## src/rtl/sflg_pkg.sv

```systemverilog
// Shared constants for the serial-port flag block: flag bit positions,
// flag count and reset value. Assumes a 13-flag word.
package sflg_pkg;
    localparam int NFLAG   = 13;
    localparam int F_TXC   = 0;
    localparam int F_TXL   = 1;
    localparam int F_RXDV  = 2;
    localparam int F_RXFUL = 3;
    localparam int F_RXOF  = 4;
    localparam int F_RXUF  = 5;
    localparam int F_TXOF  = 6;
    localparam int F_TXUF  = 7;
    localparam int F_PERR  = 8;
    localparam int F_FERR  = 9;
    localparam int F_ADDR  = 10;
    localparam int F_SSM   = 11;
    localparam int F_COLL  = 12;
    localparam logic [NFLAG-1:0] FLAG_RST = 13'h0002;
    typedef logic [NFLAG-1:0] flag_vec_t;
endpackage

```

## src/rtl/sflg_fifo.sv

```systemverilog
// Small ring-buffer queue. A push is accepted when there is room or when a
// pop happens in the same cycle. A pop of an empty queue is ignored.
// Assumes DEPTH >= 2. Head data is combinational from storage.
module sflg_fifo #(
    parameter int DW    = 8,
    parameter int DEPTH = 2
) (
    input  logic                         clk,
    input  logic                         rst_n,
    input  logic                         push,
    input  logic                         pop,
    input  logic [DW-1:0]                din,
    output logic [DW-1:0]                head,
    output logic [$clog2(DEPTH+1)-1:0]   count,
    output logic [$clog2(DEPTH+1)-1:0]   count_nxt
);
    localparam int CW = $clog2(DEPTH+1);
    localparam int PW = $clog2(DEPTH);

    logic [DW-1:0] mem [DEPTH];
    logic [PW-1:0] rd_ptr, wr_ptr;
    logic          pop_ok, push_ok;

    // Accept decisions for this cycle
    always_comb begin
        pop_ok  = pop && (count != '0);
        push_ok = push && ((count != CW'(DEPTH)) || pop_ok);
        case ({push_ok, pop_ok})
            2'b10:   count_nxt = count + 1'b1;
            2'b01:   count_nxt = count - 1'b1;
            default: count_nxt = count;
        endcase
    end

    assign head = mem[rd_ptr];

    // Pointer and occupancy update
    always_ff @(posedge clk) begin
        if (!rst_n) begin
            rd_ptr <= '0;
            wr_ptr <= '0;
            count  <= '0;
        end else begin
            count <= count_nxt;
            if (pop_ok)
                rd_ptr <= (rd_ptr == PW'(DEPTH-1)) ? '0 : rd_ptr + 1'b1;
            if (push_ok)
                wr_ptr <= (wr_ptr == PW'(DEPTH-1)) ? '0 : wr_ptr + 1'b1;
        end
    end

    // Storage write, one slot per generated lane
    for (genvar i = 0; i < DEPTH; i++) begin : g_slot
        always_ff @(posedge clk) begin
            if (push_ok && (wr_ptr == PW'(i)))
                mem[i] <= din;
        end
    end
endmodule

```

## src/rtl/sflg_tx.sv

```systemverilog
// Transmit side: the TX queue plus the events it raises (level, overflow,
// underflow, complete). A push to a full queue is dropped even if a take
// occurs in the same cycle.
module sflg_tx #(
    parameter int DW    = 8,
    parameter int DEPTH = 2
) (
    input  logic          clk,
    input  logic          rst_n,
    input  logic          wr,
    input  logic [DW-1:0] wdata,
    input  logic          take,
    input  logic          done,
    input  logic          at_empty,
    input  logic          slave_start,
    input  logic          sync_slave,
    output logic [DW-1:0] head,
    output logic          avail,
    output logic          ev_level,
    output logic          ev_ovf,
    output logic          ev_udf,
    output logic          ev_cmpl
);
    localparam int CW = $clog2(DEPTH+1);

    logic [CW-1:0] cnt, cnt_nxt;
    logic          full;

    assign full = (cnt == CW'(DEPTH));

    sflg_fifo #(.DW(DW), .DEPTH(DEPTH)) u_q (
        .clk       (clk),
        .rst_n     (rst_n),
        .push      (wr && !full),
        .pop       (take),
        .din       (wdata),
        .head      (head),
        .count     (cnt),
        .count_nxt (cnt_nxt)
    );

    // Event detection from occupancy before and after this cycle
    always_comb begin
        avail   = (cnt != '0);
        ev_ovf  = wr && full;
        ev_udf  = slave_start && sync_slave && (cnt == '0);
        ev_cmpl = done && (cnt_nxt == '0);
        if (at_empty)
            ev_level = (cnt != '0) && (cnt_nxt == '0);
        else
            ev_level = full && (cnt_nxt == CW'(DEPTH-1));
    end
endmodule

```

## src/rtl/sflg_rx.sv

```systemverilog
// Receive side: a one-word holding stage fed by the shift engine and the RX
// queue it drains into. A frame arriving while the held word cannot move
// overwrites it. Error qualifiers are only meaningful with the frame pulse.
module sflg_rx #(
    parameter int DW    = 8,
    parameter int DEPTH = 2
) (
    input  logic          clk,
    input  logic          rst_n,
    input  logic          rd,
    input  logic          frame,
    input  logic [DW-1:0] sdata,
    input  logic          perr_in,
    input  logic          ferr_in,
    input  logic          blk,
    input  logic          async_mode,
    output logic [DW-1:0] rdata,
    output logic          avail,
    output logic          ev_udf,
    output logic          ev_ovf,
    output logic          ev_dv,
    output logic          ev_full,
    output logic          ev_perr,
    output logic          ev_ferr
);
    localparam int CW = $clog2(DEPTH+1);

    logic [CW-1:0] cnt, cnt_nxt;
    logic [DW-1:0] hold_d;
    logic          hold_v;
    logic          pop_ok, xfer;

    // Move the held word whenever the queue has or gains a free slot
    always_comb begin
        pop_ok = rd && (cnt != '0);
        xfer   = hold_v && ((cnt != CW'(DEPTH)) || pop_ok);
    end

    sflg_fifo #(.DW(DW), .DEPTH(DEPTH)) u_q (
        .clk       (clk),
        .rst_n     (rst_n),
        .push      (xfer),
        .pop       (rd),
        .din       (hold_d),
        .head      (rdata),
        .count     (cnt),
        .count_nxt (cnt_nxt)
    );

    // Holding stage update
    always_ff @(posedge clk) begin
        if (!rst_n) begin
            hold_v <= 1'b0;
            hold_d <= '0;
        end else if (frame) begin
            hold_v <= 1'b1;
            hold_d <= sdata;
        end else if (xfer) begin
            hold_v <= 1'b0;
        end
    end

    // Event detection
    always_comb begin
        avail   = (cnt != '0);
        ev_udf  = rd && (cnt == '0);
        ev_ovf  = frame && hold_v && !xfer;
        ev_dv   = (cnt == '0) && (cnt_nxt != '0);
        ev_full = (cnt != CW'(DEPTH)) && (cnt_nxt == CW'(DEPTH));
        ev_perr = frame && perr_in && !blk && async_mode;
        ev_ferr = frame && ferr_in && !blk;
    end
endmodule

```

## src/rtl/sflg_flagreg.sv

```systemverilog
// Sticky flag register: each bit sets on its event and clears on its mask
// bit; a set in the same cycle as a clear wins. Reset value is per bit.
module sflg_flagreg #(
    parameter int               N   = 13,
    parameter logic [N-1:0]     RST = '0
) (
    input  logic         clk,
    input  logic         rst_n,
    input  logic [N-1:0] set,
    input  logic [N-1:0] clr,
    output logic [N-1:0] q
);
    for (genvar i = 0; i < N; i++) begin : g_bit
        // One sticky bit with set priority
        always_ff @(posedge clk) begin
            if (!rst_n)
                q[i] <= RST[i];
            else if (set[i])
                q[i] <= 1'b1;
            else if (clr[i])
                q[i] <= 1'b0;
        end
    end
endmodule

```

## src/rtl/sport_flag_core.sv

```systemverilog
// Serial-port event-flag core: TX and RX queues, the events they raise,
// the serial-side event pulses, and the sticky flag word with its
// interrupt. Assumes all serial-side inputs are single-cycle pulses that
// are already synchronous to clk.
module sport_flag_core
    import sflg_pkg::*;
#(
    parameter int DW    = 8,
    parameter int DEPTH = 2,
    parameter int RW    = 32
) (
    input  logic             clk,
    input  logic             rst_n,
    input  logic             tx_wr,
    input  logic [DW-1:0]    tx_wdata,
    input  logic             rx_rd,
    output logic [DW-1:0]    rx_rdata,
    output logic             rx_avail,
    output logic [RW-1:0]    flag_q,
    input  logic [NFLAG-1:0] flag_clr,
    input  logic [NFLAG-1:0] irq_en,
    output logic             irq,
    input  logic             txl_at_empty,
    input  logic             rx_block,
    input  logic             async_mode,
    input  logic             sync_slave,
    input  logic             tx_take,
    output logic [DW-1:0]    tx_head,
    output logic             tx_avail,
    input  logic             tx_done,
    input  logic             slave_start,
    input  logic             rx_frame,
    input  logic [DW-1:0]    rx_sdata,
    input  logic             rx_perr,
    input  logic             rx_ferr,
    input  logic             addr_frame,
    input  logic             coll_fail,
    input  logic             ss_master
);
    localparam int PADW = RW - NFLAG;

    flag_vec_t set_v, flags;
    logic t_lvl, t_ovf, t_udf, t_cmpl;
    logic r_udf, r_ovf, r_dv, r_full, r_perr, r_ferr;

    sflg_tx #(.DW(DW), .DEPTH(DEPTH)) u_tx (
        .clk         (clk),
        .rst_n       (rst_n),
        .wr          (tx_wr),
        .wdata       (tx_wdata),
        .take        (tx_take),
        .done        (tx_done),
        .at_empty    (txl_at_empty),
        .slave_start (slave_start),
        .sync_slave  (sync_slave),
        .head        (tx_head),
        .avail       (tx_avail),
        .ev_level    (t_lvl),
        .ev_ovf      (t_ovf),
        .ev_udf      (t_udf),
        .ev_cmpl     (t_cmpl)
    );

    sflg_rx #(.DW(DW), .DEPTH(DEPTH)) u_rx (
        .clk        (clk),
        .rst_n      (rst_n),
        .rd         (rx_rd),
        .frame      (rx_frame),
        .sdata      (rx_sdata),
        .perr_in    (rx_perr),
        .ferr_in    (rx_ferr),
        .blk        (rx_block),
        .async_mode (async_mode),
        .rdata      (rx_rdata),
        .avail      (rx_avail),
        .ev_udf     (r_udf),
        .ev_ovf     (r_ovf),
        .ev_dv      (r_dv),
        .ev_full    (r_full),
        .ev_perr    (r_perr),
        .ev_ferr    (r_ferr)
    );

    // Gather every event into its flag position
    always_comb begin
        set_v          = '0;
        set_v[F_TXC]   = t_cmpl;
        set_v[F_TXL]   = t_lvl;
        set_v[F_RXDV]  = r_dv;
        set_v[F_RXFUL] = r_full;
        set_v[F_RXOF]  = r_ovf;
        set_v[F_RXUF]  = r_udf;
        set_v[F_TXOF]  = t_ovf;
        set_v[F_TXUF]  = t_udf;
        set_v[F_PERR]  = r_perr;
        set_v[F_FERR]  = r_ferr;
        set_v[F_ADDR]  = addr_frame;
        set_v[F_SSM]   = ss_master;
        set_v[F_COLL]  = coll_fail;
    end

    sflg_flagreg #(.N(NFLAG), .RST(FLAG_RST)) u_flags (
        .clk   (clk),
        .rst_n (rst_n),
        .set   (set_v),
        .clr   (flag_clr),
        .q     (flags)
    );

    assign flag_q = {{PADW{1'b0}}, flags};
    assign irq    = |(flags & irq_en);
endmodule

```

## config.mk

```make
export PLATFORM = sky130hd
export DESIGN_NAME = sport_flag_core
export DESIGN_NICKNAME = d
export VERILOG_FILES = /design/src/rtl/sflg_pkg.sv /design/src/rtl/sflg_fifo.sv /design/src/rtl/sflg_tx.sv /design/src/rtl/sflg_rx.sv /design/src/rtl/sflg_flagreg.sv /design/src/rtl/sport_flag_core.sv
export SDC_FILE = /design/constraint.sdc
export NUM_CORES = 1
export LEC_CHECK = 0
export BUFFER_PORTS_ARGS = -buffer_cell sky130_fd_sc_hd__buf_2
export CORE_MARGIN = 2
export CORE_UTILIZATION = 35
export DETAILED_ROUTE_END_ITERATION = 8
export SYNTH_ARGS = -nofsm -noshare
export SYNTH_HDL_FRONTEND = slang
export SYNTH_SLANG_ARGS = --single-unit
```

## constraint.sdc

```tcl
create_clock -name clk -period 1.7 [get_ports clk]
set_input_delay 0.085 -clock clk [delete_from_list [all_inputs] [get_ports clk]]
set_output_delay 0.085 -clock clk [all_outputs]
set_load 0.005 [all_outputs]
```

==> results of run 1 <==
==> repair_timing <==
action                                  4_1_cts  5_1_grt
hold buffers                                 21        0
hold endpoints to repair                     29        0
buffers inserted                              0        1
resized for setup                             0        2
endpoints found under the setup margin        0        4
==> sequential cells by signal, indices dropped and copies added, names as in the netlist, named ones only <==
name and cells:
u_tx.u_q.count 2, u_tx.u_q.wr_ptr 1, u_rx.u_q.count 2, u_rx.hold_d 8
u_rx.u_q.mem 16, u_rx.u_q.rd_ptr 1, u_rx.hold_v 1, u_tx.u_q.mem 16
u_tx.u_q.rd_ptr 1, u_rx.u_q.wr_ptr 1, u_flags.q 13
==> metrics by stage <==
stage / cell area, um^2 / instances
final: 3600 / 453
after detailed placement: 3190 / 414
after floorplan: 2770 / 246
after CTS: 3580 / 451
after global routing: 3590 / 452
after global placement: 3190 / 414
==> Yosys cell counts, drive strengths merged (3+ instances only) <==
cell type	number	area share, %
a21oi	11	2.0
a22oi	5	1.4
and3	3	0.74
buf	27	7.3
dfxtp	32	24
edfxtp	32	36
inv	14	2.0
mux2	16	6.7
mux2i	9	3.4
nand2	5	0.79
nand2b	3	0.70
nor2	29	4.1
nor2b	7	1.6
o21ai	7	1.3
or3	3	0.70
xnor2	4	1.3
xor2	3	0.98
==> placed cells by master (no fill, tap or decap), types with 2 or more instances in the layout <==
cell type / synthesis / routed
a21oi_1: 11 / 11
a22oi_1: 5 / 5
a32oi_1: 2 / 2
and3_1: 2 / 2
buf_2: 3 / 90
buf_4: 20 / 7
clkbuf_1: 0 / 3
clkbuf_8: 0 / 9
clkinv_2: 0 / 2
conb_1: 1 / 19
dfxtp_1: 32 / 32
dlygate4sd3_1: 0 / 21
edfxtp_1: 32 / 32
inv_1: 13 / 13
mux2_2: 16 / 16
mux2i_1: 9 / 9
nand2_1: 4 / 4
nand2b_1: 3 / 3
nand4_1: 2 / 2
nor2_1: 29 / 29
nor2b_1: 7 / 7
o21ai_0: 7 / 6
or3_1: 3 / 3
xnor2_1: 4 / 4
xor2_1: 3 / 3
==> area by class of cell <==
class	instances	area, um^2	share of cell area, %
tap	99	124	3.44
antenna	1	2.50	0.0696
clock inverter	4	47.5	1.32
sequential	64	1600	44.5
timing repair buffer	118	713	19.8
inverter	14	52.6	1.46
multi-input combinational	141	921	25.6
clock buffer	12	135	3.76
==> cell families (layout without fill, tap and decap cells) <==
kind of cell / after synthesis / count (layout)
compound gates: 31 / 31
xor+xnor: 7 / 7
fa+ha+maj: 2 / 2
buf+inv: 41 / 148
flops: 64 / 64
mux: 25 / 25
other cells: 1 / 20
simple gates: 57 / 57
==> power breakdown <==
part	internal, W	switching, W
logic	0.000636	0.000511
registers	0.00183	0.000142
clock network	0.000674	0.000551
total	0.00314	0.00120
==> worst max-delay path, cell delays in order, from the launching register on <==
cell	delay (ns)
dfxtp_1	0.31
or3b_4	0.40
nand2_2	0.11
ha_4	0.23
or3_1	0.36
a21oi_1	0.14
==> final timing paths <==
path                                           end  slack, ns              start  depth (start not counted)
worst max-delay path             u_rx.u_q.count[1]       0.09  u_rx.u_q.count[0]                          5
worst min-delay path                  u_flags.q[0]       0.01            tx_done                          3
worst max register to register   u_rx.u_q.count[1]       0.09  u_rx.u_q.count[0]                          5
worst min register to register  u_rx.u_q.mem[0][4]       0.46     u_rx.hold_d[4]                          0
==> routing by layer <==
metal,vias up,track usage (%),wire [um]
met5,-,0,0
met4,0,5.68,40
met3,2,4.93,410
met2,93,22.2,2540
met1,926,17.0,2620
li1,1003,-,-
==> results.json, run 1 <==
{
  "pin_count_of_the_biggest_net_entering_global_routing": 29,
  "gp_congestion": 0.704,
  "cp.arrival_ns": 1.87,
  "n_fill_cell": 673,
  "final_clock_skew_ns": 0.0101,
  "final_core_util_pct": 49.1,
  "cp_max_fo": 5,
  "worstSetupStartpointType": "register",
  "wl_um": 5610,
  "synth.lib_cells_used.distinct": 38,
  "netlist_area_um2": 2690,
  "synth.area.mux_share_pct": 10.1,
  "floorplan.rows": 31,
  "total_power_w": 0.00434,
  "synth_compound_gate_area_share_pct": 7.31,
  "worst_hold_path_type": "input pin to register",
  "tritoncts.num_buffers": 9,
  "yosys.area_share.xor_xnor_pct": 2.28,
  "die-area_um2": 8400,
  "max_slew.worst_pin.slew_ns": 0.722,
  "clockRootBuffer": "clkbuf_8",
  "setup_total_neg_slack_ns": 0,
  "tritoncts_clock_tree": "built",
  "synthToLayoutAreaGrowth_pct": 33.8,
  "relSlewSlack_pct": 51.7,
  "chipHeight_um": 91.6,
  "unrepaired_setup_endpoints_after_global_routing": "no",
  "synth_flop_cell": "edfxtp_1",
  "clock_insertion_delay_worst_skew_ns": 0.33,
  "drtAntennaViolNets": 0,
  "drt_first_iter_violations": 41,
  "synth_sequential_area_ratio_pct": 59.6,
  "drc": 0,
  "status": "finished clean",
  "clk_path_buf_depth": 2,
  "postSynth.asyncResetShare_pct": 0,
  "cts_max_level": 3,
  "first_global_vias": 1949,
  "gr-total-overflow": 0,
  "final.hold.worst_slack_ns": 0.0113,
  "synth.avg_cell_area_um2": 11.8,
  "dpl_worst_slack_ns": 0.0552,
  "grt_util_all_layers_pct": 13.9,
  "fmaxAchievable_mhz": 620,
  "vias_per_cell": 4.47,
  "vdd_ir_drop_max_v": 0.000481,
  "grt_first_pass_wirelength_um": 8940,
  "powerDensity_nw_per_um2": 1210,
  "hpwl_um": 3850,
  "drv_cap": 0,
  "post-route-period-util_pct": 94.8,
  "yosys.area_share.simple_pct": 10.5,
  "static-leakage-power_nw": 1.61,
  "finalMaxSlewViolations": 0,
  "drtPass1Iterations": 6,
  "cp.required_ns": 1.96,
  "syn_inst": 228,
  "buffer_ports.inserted": 90,
  "synth-edff-count": 32,
  "postSynthRegisterBits": 64,
  "cp-end-kind": "register",
  "report.final.hold_viol_count": 0,
  "floorplan.die.width_um": 91.6,
  "number_of_warnings_issued_by_yosys": 0,
  "final_net_count": 409,
  "synth_top_family_by_area": "simple AND/OR/NAND/NOR gates",
  "numClockSinks": 64,
  "floorplan_core_area_um2": 7330,
  "post_route_cells_drive_above_1_share_pct": 37.1,
  "initial_utilization_pct": 36.7,
  "timing.setup.critical_path_class": "register to register",
  "grt_antenna_before_repair": 0,
  "route.vias.total": 2024,
  "layout_min_cycle_time_ns": 1.61,
  "pin_count": 110,
  "timing.final.ws_setup_ns": 0.0880,
  "routed_wire_length_per_instance_um": 12.4,
  "setup_violations": 0,
  "clock_pin_slew_on_the_worst_setup_and_hold_paths_ns": 0.07,
  "synth-adder-area-share_pct": 0.931
}
Power figures use the tool's default switching activity.
==> inputs of run 2 (changes only) <==
- CORE_ASPECT_RATIO: not set -> 1.1
==> results.json, run 2 (same netlist as run 1, synthesis figures left out) <==
{
  "drtPass1Iterations": 4,
  "internal-power_w": 0.00338,
  "fmaxAchievable_mhz": 622,
  "post_route_cells_drive_above_1_share_pct": 37.0,
  "setup_violations": 0,
  "cp-end-kind": "register",
  "post-route-period-util_pct": 94.6,
  "cp_max_fo": 5,
  "vdd_ir_drop_max_v": 0.000556,
  "unrepaired_setup_endpoints_after_global_routing": "yes",
  "cp.required_ns": 1.96,
  "final_net_count": 413,
  "worstSetupStartpointType": "register",
  "n_fill_cell": 689,
  "clockRootBuffer": "clkbuf_8",
  "multi_input_area_um2": 918,
  "pin_count_of_the_biggest_net_entering_global_routing": 29,
  "floorplan.rows": 33,
  "routed_wire_length_per_instance_um": 13.0,
  "clk_path_buf_depth": 2,
  "clock_pin_slew_on_the_worst_setup_and_hold_paths_ns": 0.06,
  "timing.setup.critical_path_class": "register to register",
  "num_antenna_cells": 0,
  "largestRegisters": "u_rx.u_q.mem: 16 flops, u_tx.u_q.mem: 16 flops, u_flags.q: 13 flops",
  "layout_min_cycle_time_ns": 1.61,
  "tritoncts_clock_tree": "built",
  "max_slew.worst_pin.slew_ns": 0.753,
  "final_clock_skew_ns": 0.00622,
  "globalRoute.busiestLayer": "met2",
  "critPathBufInv": 0,
  "most_common_cell_after_layout_fill_and_taps_aside": "buf_2",
  "drc": 0,
  "critical_path.slowest_cell": "or3b_1",
  "setup_total_neg_slack_ns": 0,
  "clock_insertion_delay_worst_skew_ns": 0.33,
  "placed_cell_area_um2": 3180,
  "combPwrFrac_pct": 25.4,
  "synthToLayoutAreaGrowth_pct": 36.2,
  "drv_cap": 0,
  "wl_um": 5760,
  "grt_util_all_layers_pct": 14.1,
  "p_sw_w": 0.00121,
  "path_cells": "or3b_1 > nand2_2 > ha_4 > or3_1 > a21oi_1",
  "timing.critical_path.slowest_cell_delay_ns": 0.40,
  "total_power_w": 0.00458,
  "final.hold.worst_slack_ns": 0.0303,
  "switching_part_of_the_total_power_pct": 26.3,
  "buffer_ports.inserted": 90,
  "die-area_um2": 8400,
  "route.vias.total": 2048,
  "first_global_vias": 1968,
  "grt_antenna_before_repair": 0,
  "cts_max_level": 3,
  "worst_hold_path_type": "input pin to register",
  "drt_first_iter_violations": 54,
  "layout.area.seq_um2": 1600,
  "tritoncts.num_buffers": 9,
  "final_cell_area_um2": 3660,
  "globalRouteMet2Util_pct": 23.5,
  "relSlewSlack_pct": 49.6,
  "power.sequential.fraction_pct": 42.9,
  "family_with_the_most_delay_on_the_worst_path": "simple AND/OR/NAND/NOR gates",
  "status": "finished clean",
  "pin_count": 110,
  "gr-total-overflow": 0,
  "powerDensity_nw_per_um2": 1250,
  "grtUsageMet1_pct": 16.5,
  "report.final.hold_viol_count": 0,
  "numClockSinks": 64,
  "vias_per_cell": 4.61,
  "pwr-share-clk_pct": 31.7,
  "gp_congestion": 0.720,
  "floorplan.die.width_um": 87.6,
  "grt_first_pass_wirelength_um": 8730,
  "chipHeight_um": 95.9,
  "hpwl_um": 3960,
  "drtAntennaViolNets": 0,
  "mostFrequentLayoutCells": "buf_2 (90), edfxtp_1 (32), dfxtp_1 (31), nor2_1 (29), dlygate4sd3_1 (25)",
  "cp.arrival_ns": 1.87,
  "static-leakage-power_nw": 1.64,
  "floorplan_core_area_um2": 7430,
  "finalMaxSlewViolations": 0,
  "initial_utilization_pct": 36.2,
  "grtUsageMet3_pct": 4.03
}
run 2: changes by cell type in the layout (fill, tap and decap cells not counted), sizes merged:
cell | previous run | this run
dlygate4sd3 | 21 | 25
clkinvlp | 1 | 0
clkbuf | 12 | 13
diode | 1 | 0
bufinv | 1 | 2
clkinv | 2 | 1
run 2: worst reg2reg max path: cells and delay by family, from the launching register on:
kind	cells	cell delay [ns]
AOI/OAI and AO/OA	1	0.13
adders and majority gates	1	0.23
DFF	1	0.30
and+or+nand+nor	3	0.88
run 2: layout make-up:
class	count	share of cell area, %
flip-flops and latches	64	43.8
clock buffers	13	4.34
inverters	14	1.44
well taps	87	2.97
multi-input cells	141	25.1
clock inverters	3	1.78
repair buffers	122	20.6
run 2: power by group through the flow:
stage	logic, W	registers [W]	clock network, W
global placement	0.00109	0.00200	0
finish	0.00116	0.00197	0.00145
floorplan	0.000816	0.00193	0
CTS	0.00117	0.00197	0.00150
detailed placement	0.00111	0.00200	0
global route	0.00129	0.00200	0.00158
run 2: metal layers:
| metal | vias to the layer above | part of all wire [%] |
|---|---|---|
| li1 | 1003 | - |
| met1 | 953 | 44 |
| met2 | 85 | 48 |
| met3 | 7 | 6.0 |
| met4 | 0 | 1.7 |
| met5 | - | 0 |
run 2: through the flow:
| stage | worst slack, ns | instances | util (%) |
|---|---|---|---|
| 2_1_floorplan | 0.00792 | 246 | - |
| 3_3_place_gp | 0.0962 | 402 | 42.7 |
| 3_5_place_dp | 0.0639 | 402 | 42.7 |
| 4_1_cts | 0.0467 | 443 | 49.1 |
| 5_1_grt | -0.00600 | 444 | 49.2 |
| 6_report | 0.0926 | 444 | 49.2 |
run 2: final timing paths:
| path | from | endpoint | slack, ns | depth (start not counted) |
|---|---|---|---|---|
| worst max-delay path | u_rx.u_q.count[0] | u_rx.u_q.count[1] | 0.09 | 5 |
| worst min-delay path | rx_perr | u_flags.q[8] | 0.03 | 3 |
| worst max register to register | u_rx.u_q.count[0] | u_rx.u_q.count[1] | 0.09 | 5 |
| worst min register to register | u_rx.hold_d[1] | u_rx.u_q.mem[0][1] | 0.45 | 0 |
run 2: timing repair:
action                     CTS  global route
buffers inserted             0             1
hold buffers                25             0
resized for setup            0             2
hold endpoints to repair    32             0
setup endpoints to repair    0             5
